### src/rtl/int_alu_pkg.sv
package int_alu_pkg;

    localparam int OPC_W = 6;

    typedef enum logic [2:0] {
        FN_ADD,
        FN_SUB,
        FN_BITWISE,
        FN_SHIFT,
        FN_UPPER,
        FN_NONE
    } fn_e;

    typedef enum logic [1:0] {
        BW_AND,
        BW_OR,
        BW_XOR,
        BW_XNOR
    } bw_e;

    typedef enum logic [1:0] {
        SH_LEFT,
        SH_RLOG,
        SH_RARITH,
        SH_IDLE
    } sh_e;

    typedef struct packed {
        fn_e  fn;
        bw_e  bw;
        sh_e  sh;
        logic use_imm;
        logic sext;
        logic unsup;
    } dec_t;

    function automatic dec_t decode(input logic [OPC_W-1:0] opc);
        dec_t d;
        d.fn      = FN_NONE;
        d.bw      = BW_AND;
        d.sh      = SH_IDLE;
        d.use_imm = opc[0];
        d.sext    = 1'b0;
        d.unsup   = 1'b0;
        case (opc[5:1])
            5'b00000: begin d.fn = FN_ADD; d.sext = 1'b1; end
            5'b00001: begin d.fn = FN_SUB; d.sext = 1'b1; end
            5'b01000: begin d.fn = FN_BITWISE; d.bw = BW_AND;  end
            5'b01001: begin d.fn = FN_BITWISE; d.bw = BW_OR;   end
            5'b01010: begin d.fn = FN_BITWISE; d.bw = BW_XOR;  end
            5'b01011: begin d.fn = FN_BITWISE; d.bw = BW_XNOR; end
            5'b01100: begin d.fn = FN_SHIFT; d.sh = SH_LEFT;   end
            5'b01101: begin d.fn = FN_SHIFT; d.sh = SH_RLOG;   end
            5'b01110: begin d.fn = FN_SHIFT; d.sh = SH_RARITH; end
            5'b01111: begin
                if (opc[0]) d.fn = FN_UPPER;
                else        d.unsup = 1'b1;
            end
            default: d.unsup = 1'b1;
        endcase
        return d;
    endfunction

endpackage

### src/rtl/int_alu_opsel.sv
module int_alu_opsel #(
    parameter int DATA_W = 32,
    parameter int IMM_W  = 16
) (
    input  logic [DATA_W-1:0] rs2_val,
    input  logic [IMM_W-1:0]  imm,
    input  logic              use_imm,
    input  logic              sext,
    output logic [DATA_W-1:0] op_b
);
    localparam int EXT_W = DATA_W - IMM_W;

    logic [EXT_W-1:0] ext_bits;

    assign ext_bits = sext ? {EXT_W{imm[IMM_W-1]}} : {EXT_W{1'b0}};
    assign op_b     = use_imm ? {ext_bits, imm} : rs2_val;

    always_comb begin
        if (use_imm && !sext)
            AST_ZEXT_UPPER: assert (op_b[DATA_W-1:IMM_W] == '0) else $error("zero extension leaked");
        if (use_imm)
            AST_IMM_LOW: assert (op_b[IMM_W-1:0] == imm) else $error("immediate low half lost");
    end
endmodule

### src/rtl/int_alu_addsub.sv
module int_alu_addsub #(
    parameter int DATA_W = 32
) (
    input  logic [DATA_W-1:0] a,
    input  logic [DATA_W-1:0] b,
    input  logic              do_sub,
    output logic [DATA_W-1:0] sum
);
    logic [DATA_W-1:0] b_eff;

    assign b_eff = do_sub ? ~b : b;
    assign sum   = a + b_eff + {{(DATA_W-1){1'b0}}, do_sub};

    always_comb begin
        if (do_sub)
            AST_SUB_INVERSE: assert (DATA_W'(sum + b) == a) else $error("difference inconsistent");
        else
            AST_ADD_INVERSE: assert (DATA_W'(sum - b) == a) else $error("sum inconsistent");
    end
endmodule

### src/rtl/int_alu_logic.sv
module int_alu_logic
    import int_alu_pkg::*;
#(
    parameter int DATA_W = 32
) (
    input  logic [DATA_W-1:0] a,
    input  logic [DATA_W-1:0] b,
    input  bw_e               sel,
    output logic [DATA_W-1:0] y
);
    always_comb begin
        case (sel)
            BW_AND:  y = a & b;
            BW_OR:   y = a | b;
            BW_XOR:  y = a ^ b;
            default: y = ~(a ^ b);
        endcase
    end

    always_comb begin
        if (sel == BW_XNOR)
            AST_XNOR_COMPL: assert ((y ^ a ^ b) == '1) else $error("xnor not complement");
        if (sel == BW_AND)
            AST_AND_SUBSET: assert ((y & ~a) == '0) else $error("and set foreign bit");
    end
endmodule

### src/rtl/int_alu_shift.sv
module int_alu_shift
    import int_alu_pkg::*;
#(
    parameter int DATA_W = 32
) (
    input  logic [DATA_W-1:0]         a,
    input  logic [$clog2(DATA_W)-1:0] amt,
    input  sh_e                       kind,
    output logic [DATA_W-1:0]         y
);
    localparam int SHAMT_W = $clog2(DATA_W);

    logic              go_left;
    logic              fill;
    logic [DATA_W-1:0] a_rev;
    logic [DATA_W-1:0] out_rev;
    logic [DATA_W-1:0] stg [SHAMT_W+1];

    assign go_left = (kind == SH_LEFT);
    assign fill    = (kind == SH_RARITH) & a[DATA_W-1];

    always_comb begin
        for (int k = 0; k < DATA_W; k++) a_rev[k] = a[DATA_W-1-k];
    end

    assign stg[0] = go_left ? a_rev : a;

    for (genvar i = 0; i < SHAMT_W; i++) begin : g_stage
        localparam int DIST = 1 << i;
        assign stg[i+1] = amt[i] ? {{DIST{fill}}, stg[i][DATA_W-1:DIST]} : stg[i];
    end

    always_comb begin
        for (int k = 0; k < DATA_W; k++) out_rev[k] = stg[SHAMT_W][DATA_W-1-k];
    end

    assign y = go_left ? out_rev : stg[SHAMT_W];

    always_comb begin
        if (amt == '0)
            AST_SHIFT_ZERO_IDENT: assert (y == a) else $error("zero shift altered value");
        if (kind == SH_RARITH)
            AST_SAR_SIGN: assert (y[DATA_W-1] == a[DATA_W-1]) else $error("sign not kept");
        if (kind == SH_RLOG && amt != '0)
            AST_SLR_TOP_ZERO: assert (y[DATA_W-1] == 1'b0) else $error("logical right shift filled ones");
        if (kind == SH_LEFT && amt != '0)
            AST_SLL_BOTTOM_ZERO: assert (y[0] == 1'b0) else $error("left shift filled ones");
    end
endmodule

### src/rtl/int_alu.sv
module int_alu
    import int_alu_pkg::*;
#(
    parameter int DATA_W = 32,
    parameter int IMM_W  = 16
) (
    input  logic [OPC_W-1:0]  opcode,
    input  logic [DATA_W-1:0] op_a,
    input  logic [DATA_W-1:0] rs2_val,
    input  logic [IMM_W-1:0]  imm16,
    output logic [DATA_W-1:0] result,
    output logic              unsupported
);
    localparam int SHAMT_W = $clog2(DATA_W);
    localparam int LOW_W   = DATA_W - IMM_W;

    dec_t              dec;
    logic [DATA_W-1:0] op_b;
    logic [DATA_W-1:0] as_out;
    logic [DATA_W-1:0] bw_out;
    logic [DATA_W-1:0] sh_out;

    assign dec = decode(opcode);

    int_alu_opsel #(.DATA_W(DATA_W), .IMM_W(IMM_W)) u_opsel (
        .rs2_val (rs2_val),
        .imm     (imm16),
        .use_imm (dec.use_imm),
        .sext    (dec.sext),
        .op_b    (op_b)
    );

    int_alu_addsub #(.DATA_W(DATA_W)) u_addsub (
        .a      (op_a),
        .b      (op_b),
        .do_sub (dec.fn == FN_SUB),
        .sum    (as_out)
    );

    int_alu_logic #(.DATA_W(DATA_W)) u_logic (
        .a   (op_a),
        .b   (op_b),
        .sel (dec.bw),
        .y   (bw_out)
    );

    int_alu_shift #(.DATA_W(DATA_W)) u_shift (
        .a    (op_a),
        .amt  (op_b[SHAMT_W-1:0]),
        .kind (dec.sh),
        .y    (sh_out)
    );

    always_comb begin
        case (dec.fn)
            FN_ADD, FN_SUB: result = as_out;
            FN_BITWISE:     result = bw_out;
            FN_SHIFT:       result = sh_out;
            FN_UPPER:       result = {imm16, {LOW_W{1'b0}}};
            default:        result = '0;
        endcase
    end

    assign unsupported = dec.unsup;

    always_comb begin
        if (unsupported)
            AST_UNSUP_ZERO: assert (result == '0) else $error("unsupported op left a result");
        if (opcode >= 6'h04 && opcode <= 6'h0F)
            AST_MULDIV_FLAG: assert (unsupported) else $error("mul/div code not flagged");
        if (opcode[5] || opcode == 6'h1E)
            AST_FOREIGN_FLAG: assert (unsupported) else $error("foreign code not flagged");
        if (opcode == 6'h1F)
            AST_UPPER_LOW_ZERO: assert (result[LOW_W-1:0] == '0 && !unsupported) else $error("upper load low half");
    end
endmodule

### config.mk
export PLATFORM = sky130hd
export DESIGN_NAME = int_alu
export DESIGN_NICKNAME = d
export VERILOG_FILES = /design/src/rtl/int_alu_pkg.sv /design/src/rtl/int_alu_opsel.sv /design/src/rtl/int_alu_addsub.sv /design/src/rtl/int_alu_logic.sv /design/src/rtl/int_alu_shift.sv /design/src/rtl/int_alu.sv
export SDC_FILE = /design/constraint.sdc
export NUM_CORES = 1
export LEC_CHECK = 0
export BUFFER_PORTS_ARGS = -buffer_cell sky130_fd_sc_hd__buf_4
export CAP_MARGIN = 15
export CORE_UTILIZATION = 55
export DETAILED_ROUTE_END_ITERATION = 8
export PLACE_DENSITY_LB_ADDON = 0.1
export SYNTH_ARGS = -nofsm -noshare
export SYNTH_HDL_FRONTEND = slang
export SYNTH_SLANG_ARGS = --single-unit
### constraint.sdc
create_clock -name vclk -period 4.05
set_clock_uncertainty 0.2 [all_clocks]
set_input_delay 0.2025 -clock vclk [all_inputs]
set_output_delay 0.2025 -clock vclk [all_outputs]
set_load 0.05 [all_outputs]
==> out/metrics.csv, run 1 <==
metric,value,unit
setup_ws,52.2,ps
grt_pass1_wl,48800,microns
path_cells,buf_4 -> nor4_4 -> nand2_2 -> buf_12 -> xnor2_1 -> fa_2 -> a211o_1 -> a211o_1 -> nand3_2 -> a21oi_1 -> or4b_4 -> nand3_2 -> mux2i_1 -> o211ai_1 -> buf_4,
drive_gt1_frac,0.258,
worstPathMaxFanout,14,
antenna_found_initial,0,
run_status,completed,
end_kind,primary output,
core_area,12800,sq um
crit_start,opcode[5],
ios,119,
io_buffer_count,119,
cp-start-kind,primary input,
cp_slowest_cell,or4b_4,
synth_cell_types,75,
tightest_slew,984,ps
holdWs,678,ps
grt_pass1_vias,8712,
post-route-drc-count,0,
synth_nets,1187,
diodes,0,
syn_avg_cell_area,7.31,sq um
hold_class,in -> out,
holdBufCountCts,0,
route.vias.total,9293,
crit_arrival,3600,ps
layout_min_cycle_time,4000,ps
hold_path_end,unsupported,
cpPeakStageDelay,510,ps
nFillCells,1053,
die_w,117,microns
area_growth,24.8,%
maxSlewViolCount,0,
cap_violations,0,
seq_cells,0,
ys_seq_area_frac,0,
ant_nets,0,
place_congestion,1.10,
path_buf_inv,3,
dp.cells,1332,
crit_family,simple AND/OR/NAND/NOR gates,
fmax,250,MHz
yosysWarnings,0,
synthCells,1002,
max_slew_margin,0.342,
grt_start_max_net_pins,52,
grt_usage,0.450,
initial_core_util,0.571,
fin_cells,1332,
final-seq-area,0,sq um
dieArea,13800,sq um
first_pass_iters,7,
peakVddDrop,0.0982,mV
die_y,117,microns
first_iter_violations,1175,
crit_required,3650,ps
nets,1347,
pre_cts_slack,11.2,ps
hold_viol_final,0,
finalCritPeriodShare,0.987,
setup_viol,0,
synth_area,7330,sq um
min_from,opcode[3],
rsz0062_at_grt,true,
vias_per_cell,6.98,
power.density,179,nW/um^2
leakage,0.00438,uW
wirelength,31800,microns
clkbuf_count,0,
overflow,0,
hpwl,26300,microns
rows,41,
crit_type,in -> out,
whs_path_depth,3,
wl_per_cell,23.9,microns
-- routing by layer --
metal / track usage / share of wire / up-vias
met1: 0.581 / 0.37 / 4280
met2: 0.723 / 0.44 / 734
met3: 0.0837 / 0.13 / 161
met5: 0 / 0 / -
met4: 0.206 / 0.063 / 0
li1: - / - / 4118
-- cell type report --
type / instances / area (sq um) / area share
well taps: 172 / 215 / 0.0235
repair buffers: 230 / 1780 / 0.195
inverters: 71 / 269 / 0.0294
multi-input cells: 859 / 6880 / 0.752
-- tightest hold or removal path: cells and delay by family --
| kind | cells | cell delay [ps] |
|---|---|---|
| AOI/OAI and AO/OA | 1 | 140 |
| buffers and inverters | 2 | 330 |
-- cell usage in the layout (no fill, tap or decap), types with 6 or more instances in the layout --
cell and count:
o221ai_1 6, o21ai_1 6, mux4_2 27, o21ai_0 73, a211o_1 9, o22ai_1 10
o211ai_1 15, nor2_1 59, a211oi_1 18, a31oi_1 12, nand3_1 14, nand2b_1 8
ha_1 98, a22oi_1 40, buf_4 224, xor2_1 25, mux2i_1 77, nand4_1 9
inv_1 69, and3_1 6, nand2_1 92, a21oi_1 73, nor3_1 6, a222oi_1 11
a21o_1 15, a221o_1 10, nor2b_1 8, xnor2_1 28
-- synthesized netlist by cell type (10+ instances only) --
library cell | n | share of area
a21oi_1 | 74 | 0.051
nor2_1 | 61 | 0.031
mux4_2 | 26 | 0.080
nand2_1 | 94 | 0.048
a31oi_1 | 12 | 0.010
o22ai_1 | 10 | 0.0085
a21o_1 | 15 | 0.015
inv_1 | 69 | 0.035
o211ai_1 | 15 | 0.015
a221o_1 | 10 | 0.014
o21ai_0 | 76 | 0.052
a22oi_1 | 41 | 0.042
nand3_1 | 16 | 0.011
a211oi_1 | 18 | 0.018
mux2i_1 | 82 | 0.11
xor2_1 | 25 | 0.030
buf_2 | 11 | 0.0075
buf_1 | 12 | 0.0061
clkbuf_1 | 46 | 0.024
xnor2_1 | 29 | 0.035
ha_1 | 98 | 0.17
a222oi_1 | 11 | 0.015
-- where the power goes --
group	switching [uW]	leakage (uW)	total, uW	internal (uW)
Combinational	977	0.00438	1640	659
Sequential	0	0	0	0
Clock	0	0	0	0
-- through the flow --
step | total power (uW) | util | TNS [ps] | cell area [sq um]
floorplan | 982 | - | 0 | 7400
global placement | 1540 | 0.709 | 0 | 9090
detailed placement | 1570 | 0.709 | 0 | 9090
CTS | 1570 | 0.709 | 0 | 9090
global route | 1740 | 0.713 | -44.4 | 9150
finish | 1640 | 0.713 | 0 | 9150
-- worst max path at each step --
stage                     cells past startpoint    endpoint
after global routing                         17  result[24]
after CTS                                    16  result[24]
after detailed placement                     16  result[24]
after floorplan                              15  result[27]
final                                        15  result[30]
after global placement                       16  result[24]
-- cells by family (layout without fill, tap and decap cells) --
group           after synthesis  in the layout  synth area share
compound gates              347            347             0.316
xor+xnor                     54             54            0.0646
fa+ha+maj                    99             99             0.170
buf+inv                     143            301            0.0781
mux                         118            118             0.217
simple gates                241            241             0.154
-- timing repair --
action	in CTS	in global routing
setup endpoints to repair	0	16
setup buffers	0	0
resized for setup	0	18
No activity file was read; power rests on OpenSTA's default activity.
==> run 2: changes to the inputs <==
--- a/config.mk
+++ b/config.mk
@@ -10,6 +10,7 @@
 export CORE_UTILIZATION = 55
 export DETAILED_ROUTE_END_ITERATION = 8
 export PLACE_DENSITY_LB_ADDON = 0.1
+export REMOVE_ABC_BUFFERS = 1
 export SYNTH_ARGS = -nofsm -noshare
 export SYNTH_HDL_FRONTEND = slang
 export SYNTH_SLANG_ARGS = --single-unit
==> run 2 against run 1 <==
Clock-buffer cell count did not move. Setup slack got worse by 100 ps. Wire length increased by 5.7%. Combinational power up 6%. Final area is 5.6% higher. Global-route usage increased by 1.7 points. Final cell count grew 3.9%. Worst hold slack lost 1.2 ps. Core utilization up 4.0 points. Critical endpoint is now result[15]. Critical path type unchanged. Die area unchanged. Critical path depth shrank 4. Sequential share of layout area unchanged. The run now ends with DRC, setup timing left.
==> out/metrics.csv, run 2 (synthesized netlist as in run 1, its figures left out) <==
metric,value,unit,change
wirelength,33600,microns,+5.7%
fmax,244,MHz,-2.4%
pre_cts_slack,-180,ps,-191 ps
crit_family,compound AO/OA/AOI/OAI gates,,
diodes,0,,unchanged
fin_cells,1384,,+3.9%
vias_per_cell,6.96,,-0.29%
die_w,117,microns,unchanged
ant_nets,0,,unchanged
worstPathMaxFanout,29,,+15
hpwl,26500,microns,+0.92%
grt_pass1_wl,50100,microns,+2.8%
final-seq-area,0,sq um,unchanged
holdBufCountCts,0,,unchanged
run_status,"complete, but fails checks",,
setup_ws,-47.6,ps,-99.8 ps
overflow,0,,unchanged
cpMostUsedCell,buf_4,,
finalCritPeriodShare,1.01,,+0.0246
core_area,12800,sq um,unchanged
maxSlewViolCount,0,,unchanged
setup_viol,2,,+2
nets,1399,,+3.9%
first_iter_violations,1726,,+47%
route.vias.total,9628,,+3.6%
violations,"DRC, setup timing",,
post-route-drc-count,5,,+5
cap_violations,0,,unchanged
grt_start_max_net_pins,50,,-3.8%
crit_arrival,3700,ps,+100 ps
final_cell_area,9660,sq um,+5.6%
hold_viol_final,0,,unchanged
first_pass_iters,9,,+2
place_congestion,1.10,,+0.40%
seq_cells,0,,unchanged
peakVddDrop,0.0997,mV,+1.6%
crit_type,in -> out,,
ios,119,,unchanged
grt_pass1_vias,8897,,+2.1%
end_kind,primary output,,
tightest_slew,1070,ps,+81.9 ps
power.density,180,nW/um^2,+0.42%
placed_area,9390,sq um,+3.3%
drive_gt1_frac,0.300,,+0.0417
die_y,117,microns,unchanged
layout_common_cells,"buf_4, ha_1, nand2_1, mux2i_1",,
path_cells,buf_4 -> buf_4 -> or2_2 -> nor2_2 -> mux4_2 -> a22oi_1 -> nand2_1 -> mux2_2 -> a22o_1 -> a211o_1 -> buf_4,,
antenna_found_initial,1,,+1
cpPeakStageDelay,600,ps,+90 ps
rows,41,,unchanged
leakage,0.00466,uW,+6.4%
grt_usage,0.467,,+0.0168
dp.cells,1376,,+3.3%
cp_slowest_cell,mux4_2,,
final_common_cell,buf_4,,
layout_min_cycle_time,4100,ps,+99.8 ps
crit_required,3650,ps,about the same
max_slew_margin,0.290,,-0.0522
path_buf_inv,3,,unchanged
hold_class,in -> out,,
initial_core_util,0.571,,unchanged
clkbuf_count,0,,unchanged
wl_per_cell,24.3,microns,+1.7%
area_growth,31.8,%,
dieArea,13800,sq um,unchanged
io_buffer_count,119,,unchanged
cp-start-kind,primary input,,
run 2: routing by layer:
metal / track usage / up-vias / part of all wire
li1: - / 4210 / -
met1: 0.590 / 4389 / 0.37
met2: 0.750 / 811 / 0.43
met3: 0.0822 / 218 / 0.13
met4: 0.254 / 0 / 0.074
met5: 0 / - / 0
run 2: path summary, 6_finish.rpt:
path / depth (start not counted) / to / slack [ps] / from
worst max-delay path: 11 / result[15] / -50 / opcode[2]
worst min-delay path: 4 / result[23] / 680 / imm16[7]
run 2: where the power goes:
group	switching, uW	internal (uW)
registers	0	0
logic	1020	720
clock network	0	0
run 2: cell type report:
cell class	instances	area [sq um]
fill	963	3170
inverter	71	269
multi-input combinational	859	6960
tap	172	215
timing repair buffer	282	2210
run 2: per-stage QoR:
stage | total power, uW | util | setup TNS, ps | hold slack (ps)
global placement | 1590 | 0.732 | -214 | 667
detailed placement | 1610 | 0.732 | -606 | 671
finish | 1740 | 0.753 | -55.6 | 676
global route | 1830 | 0.753 | -117 | 688
floorplan | 925 | - | -46000 | 595
CTS | 1620 | 0.736 | -21.7 | 673
run 2: what timing repair did:
action,in CTS,in global routing
setup endpoints to repair,7,21
buffers inserted,2,5
cloned,0,0
pin swaps,1,18
resized for setup,9,45
hold endpoints to repair,0,0
==> run 3: changes to the inputs <==
--- a/config.mk
+++ b/config.mk
@@ -10,6 +10,7 @@
 export CORE_UTILIZATION = 55
 export DETAILED_ROUTE_END_ITERATION = 8
 export PLACE_DENSITY_LB_ADDON = 0.1
+export RECOVER_POWER = 25
 export REMOVE_ABC_BUFFERS = 1
 export SYNTH_ARGS = -nofsm -noshare
 export SYNTH_HDL_FRONTEND = slang
==> run 3 against run 2 <==
The run ends with setup timing left. Non-clock buffer count unchanged. Die area unchanged. Combinational power about the same. Total power decreased by 0.17%. Maximum frequency increased by 0.49%. First-iteration DRC count increased by 0.75%. Sequential share of layout area unchanged. Highest routed layer unchanged. Final area about the same. Worst hold slack improved by 1.6 ps. Flip-flop and latch count unchanged. Final cell count about the same.
==> out/metrics.csv, run 3 (synthesized netlist as in run 1, its figures left out) <==
metric,value,unit,change
dieArea,13800,sq um,unchanged
wirelength,33600,microns,-0.10%
ant_nets,0,,unchanged
finalCritPeriodShare,1.01,,-0.00497
post-route-drc-count,0,,-5
overflow,0,,unchanged
initial_core_util,0.571,,unchanged
peakVddDrop,0.0996,mV,-0.14%
hold_path_end,result[23],,
pre_cts_slack,-180,ps,unchanged
grt_pass1_vias,8897,,unchanged
final_cell_area,9650,sq um,about the same
grt_pass1_wl,50100,microns,unchanged
whs_path_depth,4,,unchanged
violations,setup timing,,
crit_arrival,3680,ps,-20 ps
end_kind,primary output,,
setup_viol,1,,-1
min_from,imm16[7],,
worstPathMaxFanout,29,,unchanged
hold_viol_final,0,,unchanged
area_growth,31.7,%,about the same
tightest_slew,1060,ps,-1.69 ps
run_status,"complete, but fails checks",,
core_area,12800,sq um,unchanged
drive_gt1_frac,0.299,,-0.000825
wl_met2,14700,microns,+1.0%
nets,1399,,unchanged
max_slew_margin,0.291,,+0.00112
vias_per_cell,6.96,,about the same
setup_ws,-27.5,ps,+20.1 ps
wl_met3,4190,microns,-0.55%
cap_violations,0,,unchanged
hold_class,in -> out,,
hpwl,26500,microns,unchanged
crit_type,in -> out,,
cp-start-kind,primary input,,
power.density,180,nW/um^2,-0.11%
grt_start_max_net_pins,50,,unchanged
maxSlewViolCount,0,,unchanged
first_pass_iters,7,,-2
finalSetupTns,-27.5,ps,+28.1 ps
die_y,117,microns,unchanged
first_iter_violations,1739,,+0.75%
p_total,1730,uW,-0.17%
layout_common_cells,"buf_4, ha_1, nand2_1, mux2i_1",,
clkbuf_count,0,,unchanged
top_layer,met4,,
holdWs,678,ps,+1.60 ps
grt_usage,0.467,,unchanged
wl_per_cell,24.3,microns,-0.18%
leakage,0.00465,uW,-0.12%
fmax,245,MHz,+0.49%
place_congestion,1.10,,unchanged
placed_area,9390,sq um,unchanged
holdBufCountCts,0,,unchanged
io_buffer_count,119,,unchanged
nFillCells,963,,unchanged
final-seq-area,0,sq um,unchanged
antenna_found_initial,1,,unchanged
multi_input_comb_area,6960,sq um,unchanged
layout_min_cycle_time,4080,ps,-20.1 ps
final_common_cell,buf_4,,
rows,41,,unchanged
ios,119,,unchanged
m1WireLength,12300,microns,about the same
die_w,117,microns,unchanged
seq_cells,0,,unchanged
crit_required,3650,ps,about the same
route.vias.total,9633,,+0.052%
## run 3: changes by cell type in the layout (fill, tap and decap cells not counted), sizes merged
cell,before,now
buf,281,278
clkbuf,1,4
diode,0,1
## run 3: worst max-delay path: stages
cell and delay [ps]:
buf_4 150, buf_4 270, or2_2 370, nor2_2 210, mux4_2 600, a22oi_1 500, nand2_1 210, mux2_2 380
a22o_1 250, a211o_1 320, buf_4 210
## run 3: layout make-up
type | instances | share of cell area
multi-input combinational | 859 | 0.721
tap | 172 | 0.0223
inverter | 71 | 0.0279
antenna | 1 | 0.000259
timing repair buffer | 282 | 0.228
## run 3: worst max-delay path by stage
stage | from | slack [ps] | to
floorplan | opcode[2] | -2220 | result[29]
global placement | opcode[2] | -100 | result[31]
detailed placement | opcode[2] | -180 | result[31]
CTS | opcode[2] | -20 | result[31]
global route | opcode[5] | -70 | result[31]
finish | opcode[2] | -30 | result[15]
## run 3: metal layers
| layer | GRT usage | vias up |
|---|---|---|
| met5 | 0 | - |
| met4 | 0.254 | 0 |
| met3 | 0.0822 | 192 |
| met2 | 0.750 | 801 |
| met1 | 0.590 | 4430 |
| li1 | - | 4210 |
## run 3: repair_timing
item,in CTS,in global routing
hold endpoints to repair,0,0
pin swaps,1,18
gates resized for setup,9,45
setup endpoints to repair,7,21
setup buffers,2,5
## run 3: metrics by stage
stage,util,std cells
3_5_place_dp,0.732,1376
5_1_grt,0.752,1384
3_3_place_gp,0.732,1376
6_report,0.752,1385
4_1_cts,0.736,1378
2_1_floorplan,-,930
## run 3: power by group
part	switching, uW	internal (uW)
combinational	1010	718
clock	0	0.00000554
sequential	0	0
total	1010	718
